[src/rtl/gpio_rmw_pkg.sv]
// Package: shared encodings for the GPIO port.
// Assumes: the request bus uses 2-bit codes for operation and register select.
package gpio_rmw_pkg;
    typedef enum logic [1:0] {
        OP_WRITE = 2'd0,
        OP_READ  = 2'd1,
        OP_SET   = 2'd2,
        OP_CLEAR = 2'd3
    } op_e;

    typedef enum logic [1:0] {
        SEL_PORT  = 2'd0,
        SEL_LATCH = 2'd1,
        SEL_DIR   = 2'd2,
        SEL_RSVD  = 2'd3
    } sel_e;

    typedef enum logic [2:0] {
        PH_IDLE = 3'd0,
        PH_Q1   = 3'd1,
        PH_Q2   = 3'd2,
        PH_Q3   = 3'd3,
        PH_Q4   = 3'd4
    } phase_e;
endpackage

[src/rtl/gpio_in_sync.sv]
// Module: multi-stage synchronizer for the pad inputs.
// Assumes: each pad bit is asynchronous to clk and is sampled independently of the others.
module gpio_in_sync #(
    parameter int WIDTH  = 8,
    parameter int STAGES = 2
) (
    input  logic             clk,
    input  logic             rst_n,
    input  logic [WIDTH-1:0] async_in,
    output logic [WIDTH-1:0] sync_out
);
    logic [WIDTH-1:0] stage_q [STAGES];

    generate
        for (genvar s = 0; s < STAGES; s++) begin : g_stage
            if (s == 0) begin : g_first
                // Capture the raw pad levels.
                always_ff @(posedge clk) begin
                    if (!rst_n) stage_q[0] <= '0;
                    else        stage_q[0] <= async_in;
                end
            end else begin : g_next
                // Pass the value on one stage.
                always_ff @(posedge clk) begin
                    if (!rst_n) stage_q[s] <= '0;
                    else        stage_q[s] <= stage_q[s-1];
                end
            end
        end
    endgenerate

    assign sync_out = stage_q[STAGES-1];
endmodule

[src/rtl/gpio_phase_seq.sv]
// Module: four-phase sequencer and request capture.
// Assumes: one request at a time. A new request may be taken in the idle state or in the
// last phase, so operations can run back to back.
module gpio_phase_seq
    import gpio_rmw_pkg::*;
#(
    parameter int WIDTH = 8,
    localparam int IDXW = $clog2(WIDTH)
) (
    input  logic             clk,
    input  logic             rst_n,
    input  logic             req_valid,
    input  logic [1:0]       req_op,
    input  logic [1:0]       req_sel,
    input  logic [IDXW-1:0]  req_bit,
    input  logic [WIDTH-1:0] req_wdata,
    output logic             req_ready,
    output phase_e           phase,
    output op_e              op_q,
    output sel_e             sel_q,
    output logic [IDXW-1:0]  bit_q,
    output logic [WIDTH-1:0] wdata_q
);
    logic accept;

    assign req_ready = (phase == PH_IDLE) || (phase == PH_Q4);
    assign accept    = req_valid && req_ready;

    // Advance through the four phases.
    always_ff @(posedge clk) begin
        if (!rst_n) begin
            phase <= PH_IDLE;
        end else if (accept) begin
            phase <= PH_Q1;
        end else begin
            case (phase)
                PH_Q1:   phase <= PH_Q2;
                PH_Q2:   phase <= PH_Q3;
                PH_Q3:   phase <= PH_Q4;
                default: phase <= PH_IDLE;
            endcase
        end
    end

    // Hold the accepted request for the whole operation.
    always_ff @(posedge clk) begin
        if (!rst_n) begin
            op_q    <= OP_READ;
            sel_q   <= SEL_RSVD;
            bit_q   <= '0;
            wdata_q <= '0;
        end else if (accept) begin
            op_q    <= op_e'(req_op);
            sel_q   <= sel_e'(req_sel);
            bit_q   <= req_bit;
            wdata_q <= req_wdata;
        end
    end

    AST_ACCEPT_STARTS_Q1: assert property (@(posedge clk) disable iff (!rst_n)
        accept |=> (phase == PH_Q1)) else $error("accept did not start phase 1");
    AST_BUSY_AFTER_ACCEPT: assert property (@(posedge clk) disable iff (!rst_n)
        accept |=> !req_ready) else $error("ready high in phase 1");
endmodule

[src/rtl/gpio_rmw_datapath.sv]
// Module: sample, modify and write-back datapath holding the latch and direction registers.
// Assumes: the phase comes from gpio_phase_seq, and the pin input is already synchronized.
module gpio_rmw_datapath
    import gpio_rmw_pkg::*;
#(
    parameter int WIDTH = 8,
    localparam int IDXW = $clog2(WIDTH)
) (
    input  logic             clk,
    input  logic             rst_n,
    input  phase_e           phase,
    input  op_e              op_q,
    input  sel_e             sel_q,
    input  logic [IDXW-1:0]  bit_q,
    input  logic [WIDTH-1:0] wdata_q,
    input  logic [WIDTH-1:0] pins_sync,
    output logic [WIDTH-1:0] lat_q,
    output logic [WIDTH-1:0] dir_q,
    output logic             rd_valid,
    output logic [WIDTH-1:0] rd_data
);
    logic [WIDTH-1:0] smp_q;
    logic [WIDTH-1:0] mod_q;
    logic [WIDTH-1:0] bit_mask;
    logic             wr_phase;
    logic             targets_latch;

    assign bit_mask      = WIDTH'(1) << bit_q;
    assign wr_phase      = (phase == PH_Q3) && (op_q != OP_READ);
    assign targets_latch = (sel_q == SEL_PORT) || (sel_q == SEL_LATCH);

    // First phase: sample the source (pads for the port view, latch for the latch view).
    always_ff @(posedge clk) begin
        if (!rst_n) begin
            smp_q <= '0;
        end else if (phase == PH_Q1) begin
            case (sel_q)
                SEL_PORT:  smp_q <= pins_sync;
                SEL_LATCH: smp_q <= lat_q;
                SEL_DIR:   smp_q <= dir_q;
                default:   smp_q <= '0;
            endcase
        end
    end

    // Second phase: form the value to write back.
    always_ff @(posedge clk) begin
        if (!rst_n) begin
            mod_q <= '0;
        end else if (phase == PH_Q2) begin
            case (op_q)
                OP_WRITE: mod_q <= wdata_q;
                OP_SET:   mod_q <= smp_q | bit_mask;
                OP_CLEAR: mod_q <= smp_q & ~bit_mask;
                default:  mod_q <= smp_q;
            endcase
        end
    end

    // Third phase: write back into the latch (port or latch view).
    always_ff @(posedge clk) begin
        if (!rst_n)                         lat_q <= '0;
        else if (wr_phase && targets_latch) lat_q <= mod_q;
    end

    // Third phase: write back into the direction register.
    always_ff @(posedge clk) begin
        if (!rst_n)                             dir_q <= '1;
        else if (wr_phase && sel_q == SEL_DIR)  dir_q <= mod_q;
    end

    // Present read results during the fourth phase.
    always_ff @(posedge clk) begin
        if (!rst_n) begin
            rd_valid <= 1'b0;
            rd_data  <= '0;
        end else begin
            rd_valid <= (phase == PH_Q3) && (op_q == OP_READ);
            rd_data  <= ((phase == PH_Q3) && (op_q == OP_READ)) ? smp_q : '0;
        end
    end

    AST_RESET_STATE: assert property (@(posedge clk)
        !rst_n |=> (dir_q == '1 && lat_q == '0)) else $error("reset state wrong");
    AST_DIR_KEEPS_LATCH: assert property (@(posedge clk) disable iff (!rst_n)
        (phase == PH_Q3 && sel_q == SEL_DIR) |=> $stable(lat_q)) else $error("dir write hit latch");
    AST_LATCH_ONLY_ON_WRITE: assert property (@(posedge clk) disable iff (!rst_n)
        !$stable(lat_q) |-> $past(phase == PH_Q3 && op_q != OP_READ
                                 && (sel_q == SEL_PORT || sel_q == SEL_LATCH)))
        else $error("latch changed outside write-back");
    AST_LATCH_BITOP_ONE_BIT: assert property (@(posedge clk) disable iff (!rst_n)
        (phase == PH_Q3 && sel_q == SEL_LATCH && (op_q == OP_SET || op_q == OP_CLEAR))
        |=> ($countones(lat_q ^ $past(lat_q)) <= 1)) else $error("latch bit op touched >1 bit");
    AST_DIR_BITOP_ONE_BIT: assert property (@(posedge clk) disable iff (!rst_n)
        (phase == PH_Q3 && sel_q == SEL_DIR && (op_q == OP_SET || op_q == OP_CLEAR))
        |=> ($countones(dir_q ^ $past(dir_q)) <= 1)) else $error("dir bit op touched >1 bit");
    AST_RSVD_NO_EFFECT: assert property (@(posedge clk) disable iff (!rst_n)
        (phase == PH_Q3 && sel_q == SEL_RSVD) |=> ($stable(lat_q) && $stable(dir_q)))
        else $error("reserved select had effect");
    AST_RD_IN_Q4: assert property (@(posedge clk) disable iff (!rst_n)
        rd_valid |-> (phase == PH_Q4)) else $error("read result outside phase 4");
endmodule

[src/rtl/gpio_rmw_port.sv]
// Module: top of the 8-pin GPIO port with read-modify-write bit operations.
// Assumes: an external tri-state pad per pin. pad_in is asynchronous. All requests use the
// valid/ready handshake and take four phases.
module gpio_rmw_port
    import gpio_rmw_pkg::*;
#(
    parameter int WIDTH       = 8,
    parameter int SYNC_STAGES = 2,
    localparam int IDXW       = $clog2(WIDTH)
) (
    input  logic             clk,
    input  logic             rst_n,
    input  logic             req_valid,
    output logic             req_ready,
    input  logic [1:0]       req_op,
    input  logic [1:0]       req_sel,
    input  logic [IDXW-1:0]  req_bit,
    input  logic [WIDTH-1:0] req_wdata,
    output logic             rd_valid,
    output logic [WIDTH-1:0] rd_data,
    input  logic [WIDTH-1:0] pad_in,
    output logic [WIDTH-1:0] pad_out,
    output logic [WIDTH-1:0] pad_oe
);
    phase_e           phase;
    op_e              op_q;
    sel_e             sel_q;
    logic [IDXW-1:0]  bit_q;
    logic [WIDTH-1:0] wdata_q;
    logic [WIDTH-1:0] pins_sync;
    logic [WIDTH-1:0] lat_q;
    logic [WIDTH-1:0] dir_q;

    gpio_in_sync #(.WIDTH(WIDTH), .STAGES(SYNC_STAGES)) u_sync (
        .clk(clk), .rst_n(rst_n), .async_in(pad_in), .sync_out(pins_sync)
    );

    gpio_phase_seq #(.WIDTH(WIDTH)) u_seq (
        .clk(clk), .rst_n(rst_n), .req_valid(req_valid), .req_op(req_op),
        .req_sel(req_sel), .req_bit(req_bit), .req_wdata(req_wdata),
        .req_ready(req_ready), .phase(phase), .op_q(op_q), .sel_q(sel_q),
        .bit_q(bit_q), .wdata_q(wdata_q)
    );

    gpio_rmw_datapath #(.WIDTH(WIDTH)) u_dp (
        .clk(clk), .rst_n(rst_n), .phase(phase), .op_q(op_q), .sel_q(sel_q),
        .bit_q(bit_q), .wdata_q(wdata_q), .pins_sync(pins_sync),
        .lat_q(lat_q), .dir_q(dir_q), .rd_valid(rd_valid), .rd_data(rd_data)
    );

    // Pad drive: direction bit 0 enables the driver, and the latch gives the level.
    assign pad_out = lat_q;
    assign pad_oe  = ~dir_q;

    AST_PADOUT_HOLDS: assert property (@(posedge clk) disable iff (!rst_n)
        (phase != PH_Q3) |=> $stable(pad_out)) else $error("pad_out moved outside write-back");
    AST_OE_HOLDS_ON_LATCH_OPS: assert property (@(posedge clk) disable iff (!rst_n)
        (phase == PH_Q3 && sel_q != SEL_DIR) |=> $stable(pad_oe)) else $error("oe moved");
endmodule

[config.mk]
export PLATFORM = sky130hd
export DESIGN_NAME = gpio_rmw_port
export DESIGN_NICKNAME = d
export VERILOG_FILES = /design/src/rtl/gpio_rmw_pkg.sv /design/src/rtl/gpio_in_sync.sv /design/src/rtl/gpio_phase_seq.sv /design/src/rtl/gpio_rmw_datapath.sv /design/src/rtl/gpio_rmw_port.sv
export SDC_FILE = /design/constraint.sdc
export NUM_CORES = 1
export LEC_CHECK = 0
export ABC_CLOCK_PERIOD_IN_PS = 3500
export BUFFER_PORTS_ARGS = -buffer_cell sky130_fd_sc_hd__buf_4
export CAP_MARGIN = 0
export CORE_ASPECT_RATIO = 0.5
export CORE_MARGIN = 5
export CORE_UTILIZATION = 45
export CTS_CLUSTER_DIAMETER = 200
export DETAILED_ROUTE_END_ITERATION = 12
export PLACE_DENSITY = 0.72
export SLEW_MARGIN = 30
export SYNTH_ARGS = -nofsm -noshare
export SYNTH_HDL_FRONTEND = slang
export SYNTH_SLANG_ARGS = --single-unit
[constraint.sdc]
create_clock -name clk -period 3.5 [get_ports clk]
set_input_delay 0 -clock clk [delete_from_list [all_inputs] [get_ports clk]]
set_output_delay 0 -clock clk [all_outputs]
set_load 0.02 [all_outputs]
==> impl_results.md, run 1 <==
- Clock slew at reported path FFs: around 60 ps
- Syn avg cell area: 9.31 µm²
- Die height: 69.3 µm
- Ys flop type: dfxtp_1
- Leak: ~1.7 nW
- Setup CP Type: reg -> reg
- Syn nets: between 300 and 400
- Vias: 2595
- Initial antenna violation count: 0
- Ys async rst share: 0
- DIE AREA: 8910 µm²
- Sequential area share after synthesis: 0.474
- Slew Viols, Final: 0
- Placed Area: ~3500 µm²
- Period minus WS final: 2190 ps
- H-tree lvl count: 3
- Crit-path max cell delay: slightly above 800 ps
- # Max-Cap Violations: 0
- Largest net degree at the start of global routing: between 50 and 60
- Area of the multi-input gates: 1460 µm²
- Worst path slowest cell: nor2b_1
- CTS Sinks: 75
- DRC violation count after routing: 0
- # rows: 21
- Critical path startpoint category: flop
- Post-synth top area share: 0.474
- Worst-path maximum fanout: 21
- Synth unique cells: 41
- Gr usage total: 0.174
- Synth top cells by count: 75 x dfxtp_1, 38 x nand2_1, 25 x and2_1
- Initial Util: 0.469
- Post-synth top area cell: dfxtp_1
- CP Cell Sequence: nor2b_1 > and4_1 > and2_1
- Outcome: finished, final reports clean
- Setup bufs post-CTS: 0
- Post-route ant nets: 0
- Global-route wire length before repair: about 12000 µm
- Final Core Density: 0.600
- Post-synthesis register bit count: between 70 and 80
- Post-synth EDFFs: 0
- Slew HR: 0.359
- # fillers: approximately 570
- YS warnings: 0
- Hold Path Class: in -> reg
- Peak Freq: ~0.46 GHz
- Synth Instances: 340
- Die W: between 100 and 150 µm
- GR Overflow Total: 0
- Unrepaired setup endpoints after global routing: no
- IO buf count: 51
- P&R area growth vs syn: 28.1%
- CP required: about 3800 ps
- Later-pin clock latency in the skew report: ~340 ps
- CP top delay family: simple AND/OR/NAND/NOR gates
- CTS tree: done
- Most numerous cell in the Yosys netlist: dfxtp_1
- Vias in the first global route: between 2000 and 2500
- Final setup vio count: 0
- Diode count: 0
- Peak supply drop: around 0.25 mV
- GPL Wtd Cong: around 0.81
- PostCTS Resize Cnt: 0
- Total negative slack: 0 ps
- Max Buffers Root-to-Sink: 2
- IO Pins: 52
- PwrDens: 540 nW/µm²
- Routed vias/inst: 5.29
- WL per Instance: 15.0 µm
- Final Hold Fails: 0
- WHS: 65.7 ps
- Final net count: 420
- Post-route clock period utilization: 0.625
- Least-Margin Pin Slew: between 900 and 1000 ps
- Sequential Area: ~1500 µm²
- Post-route design area: 4050 µm²
- Num CTS Buffers: 9
- TritonRoute pass-1 iters: 5
- Crit path buf inv count: 0
- Critical path data arrival time: approximately 2500 ps
- Total Routed Length: between 7000 and 8000 µm
- Setup Skew: roughly 7.2 ps
- Post-DP HPWL: between 5000 and 6000 µm
- Core area: just under 7000 µm²
- Share of layout cells above drive strength 1: 0.185
- Critical Path End Type: flop
- Iter 0 DRT Violations: 294
- Root Buffer: clkbuf_16
- Largest cells by area after synthesis: dfxtp_1 47%, and2_1 4.9%, mux2i_1 4.7%, nand2_1 4.5%, a21boi_0 3.8%
- Synthesized cell area: about 3200 µm²
metal layers:
layer | vias up | wire, µm | track usage
met5 | - | 0 | 0
met4 | 0 | 74 | 0.0594
met3 | 8 | 456 | 0.0546
met2 | 69 | 3380 | 0.271
met1 | 1225 | 3470 | 0.227
li1 | 1293 | - | -
where the power goes:
part | total (W) | internal [W] | switching [W] | leakage [nW]
Sequential | 0.000953 | 0.000889 | 0.0000634 | 0.611
Combinational | 0.000244 | 0.000116 | 0.000128 | 0.958
Clock | 0.000993 | 0.000630 | 0.000363 | 0.157
repair_timing:
action                                 in CTS  in global routing
setup endpoints to repair                   0                  0
endpoints found under the hold margin      24                  0
hold buffers                               24                  0
worst paths after layout:
| path | startpoint | end | slack, ps | depth (start not counted) |
|---|---|---|---|---|
| max | u_seq.op_q[0] | u_dp.rd_data[0] | 1310 | 3 |
| min | rst_n | u_seq.sel_q[0] | 70 | 2 |
| max reg2reg | u_seq.op_q[0] | u_dp.rd_data[0] | 1310 | 3 |
| min reg2reg | u_sync.stage_q[0][0] | u_sync.stage_q[1][0] | 430 | 1 |
state kept, by name, indices dropped and copies added, names as in the netlist, 3 cells and up:
register and cells:
u_sync.stage_q 16, u_dp.dir_q 8, u_dp.lat_q 8, u_dp.mod_q 8, u_dp.rd_data 8, u_dp.smp_q 8
u_seq.wdata_q 8, u_seq.bit_q 3, u_seq.phase 3
cells in the final DEF, fill, tap and decap left out, types with 5 or more instances in the layout:
cell type      synthesis  layout
a31oi_1                8       8
a32o_1                 8       8
o21ai_0               23      23
inv_1                  8       8
dlygate4sd3_1          0      24
nand2b_1               5       5
and2_1                25      25
nor4_1                 8       8
a22o_1                 7       7
nor2b_1                9       9
a21boi_0              16      16
o2bb2ai_1              7       7
nand2_1               38      38
mux2i_1               15      15
dfxtp_1               75      75
buf_4                  0      51
nand3_1               13      13
clkbuf_16              0       9
nor2_1                11      11
logic make-up (layout without fill, tap and decap cells):
| logic type | Yosys count | in the layout | synth area share |
|---|---|---|---|
| buffers and inverters | 40 | 99 | 0.0664 |
| AND/OR/NAND/NOR | 128 | 128 | 0.227 |
| multiplexers | 15 | 15 | 0.0474 |
| AO/OA/AOI/OAI | 81 | 81 | 0.182 |
| flip-flops | 75 | 75 | 0.474 |
| XOR/XNOR | 1 | 1 | 0.00277 |
per-stage QoR:
step / total power (W) / setup WS [ps] / cells
4_1_cts: 0.00221 / 1350 / 491
3_5_place_dp: 0.00119 / 1360 / 451
5_1_grt: 0.00228 / 1140 / 491
3_3_place_gp: 0.00118 / 1490 / 451
2_1_floorplan: 0.00114 / 2210 / 340
6_report: 0.00219 / 1310 / 491
final cells by class:
cell class	instances	area share
clock buffer	9	0.0556
clock inverter	7	0.0244
inverter	8	0.00741
multi-input combinational	225	0.360
sequential	75	0.370
tap	92	0.0284
timing repair buffer	75	0.154
(Power assumes the default switching activity.)
==> inputs of run 2 (changes only) <==
Settings changed: ABC_CLOCK_PERIOD_IN_PS 3500 to 2100.
Clock period 3.5 ns to 2.1 ns, I/O delays scaled along.
==> impl_results.md, run 2 (synthesis results as in run 1) <==
- Setup CP Type: reg -> reg
- Post-route ant nets: 0
- P&R area growth vs syn: 27.8%
- IO Pins: 52
- Initial Util: 0.469
- Num CTS Buffers: 9
- CTS Sinks: 75
- Worst-path maximum fanout: 15
- Die W: 129 µm
- Most frequent cells in the layout: 75 x dfxtp_1, 55 x buf_4, 38 x nand2_1
- Post-route clock period utilization: 0.802
- IO buf count: 51
- CTS tree: done
- Slew Viols, Final: 0
- Peak supply drop: around 0.46 mV
- GPL Wtd Cong: between 0.8 and 0.9
- DRC violation count after routing: 0
- Reg2reg setup slack: between 400 and 500 ps
- H-tree lvl count: 3
- Top reg by flops: u_sync.stage_q
- Period minus WS final: 1680 ps
- Critical Path End Type: flop
- Post-DP HPWL: 5080 µm
- Clock slew at reported path FFs: ~60 ps
- DIE AREA: 8910 µm²
- Global-route wire length before repair: between 10000 and 15000 µm
- FF-to-FF Start: u_seq.sel_q[1]
- Worst Setup SP: u_seq.sel_q[1]
- Least-Margin Pin Slew: around 650 ps
- Die height: approximately 69 µm
- Critical path startpoint category: flop
- Final setup vio count: 0
- Iter 0 DRT Violations: roughly 380
- Core area: slightly below 7000 µm²
- TritonRoute pass-1 iters: 4
- Gr usage total: 0.173
- Hold Path Class: in -> reg
- Share of layout cells above drive strength 1: 0.186
- Slew HR: 0.567
- CP required: around 2300 ps
- Post-route design area: between 4000 and 5000 µm²
- Commonest non-fill, non-tap cell in the layout: dfxtp_1
- Min-Delay Startpoint: rst_n
- Placed Area: 3510 µm²
- Area of the multi-input gates: around 1500 µm²
- Max Buffers Root-to-Sink: 2
- Critical path data arrival time: about 1900 ps
- Max FFs per register: 16
- Diode count: 0
- Root Buffer: clkbuf_16
- Largest net degree at the start of global routing: 56
- PostCTS Resize Cnt: 0
- Total negative slack: 0 ps
- Outcome: finished, final reports clean
- PwrDens: 859 nW/µm²
- GR Overflow Total: 0
- Later-pin clock latency in the skew report: 330 ps
- Vias in the first global route: roughly 2500
- Setup Skew: ~7.5 ps
- Final Hold Fails: 0
- Peak Freq: around 0.59 GHz
- Routed vias/inst: ~5.3
- Initial antenna violation count: 0
- # fillers: about 570
- # Max-Cap Violations: 0
- Vias: 2614
- Unrepaired setup endpoints after global routing: no
- # rows: 21
- Final net count: around 420
- WL per Instance: around 15 µm
- Sequential Area: 1500 µm²
- Total Routed Length: approximately 7500 µm
- Leak: approximately 1.7 nW
-- run 2: worst max-delay path, cell delays in order, from the launching register on --
cell     delay, ps
dfxtp_1        730
nor2b_1        280
a211o_1        350
o221a_2        220
-- run 2: path summary, 6_finish.rpt --
check	to	cells past startpoint
worst max register to register	u_dp.smp_q[7]	3
worst max-delay path	u_dp.smp_q[7]	3
worst min-delay path	u_seq.op_q[0]	2
worst min register to register	u_sync.stage_q[1][1]	1
-- run 2: layer usage --
| layer | track usage | wire, µm |
|---|---|---|
| met1 | 0.217 | 3340 |
| met5 | 0 | 0 |
| met3 | 0.0538 | 523 |
| met4 | 0.0792 | 141 |
| met2 | 0.271 | 3470 |
-- run 2: metrics by stage --
| step | setup WS, ps | util | hold WS, ps | std cells | total power, W |
|---|---|---|---|---|---|
| floorplan | 807 | - | 124 | 340 | 0.00191 |
| global placement | 472 | 0.520 | 208 | 455 | 0.00197 |
| detailed placement | 452 | 0.520 | 211 | 455 | 0.00199 |
| CTS | 451 | 0.599 | 55.2 | 495 | 0.00349 |
| global route | 329 | 0.599 | 96.1 | 495 | 0.00361 |
| finish | 416 | 0.599 | 66.0 | 495 | 0.00347 |
-- run 2: cell type report --
cell class,count,area share
clock inverter,1,0.00124
inverter,8,0.00742
tap,92,0.0285
timing repair buffer,79,0.161
clock buffer,15,0.0711
sequential,75,0.371
multi-input combinational,225,0.359
-- run 2: timing repair --
action,CTS,global route
hold buffers,24,0
hold endpoints to repair,24,0
setup buffers,0,0
-- run 2: power by group --
part           internal (W)  total (W)  switching, W
sequential          0.00148    0.00158     0.0000939
combinational      0.000202   0.000430      0.000228
clock              0.000927    0.00147      0.000538
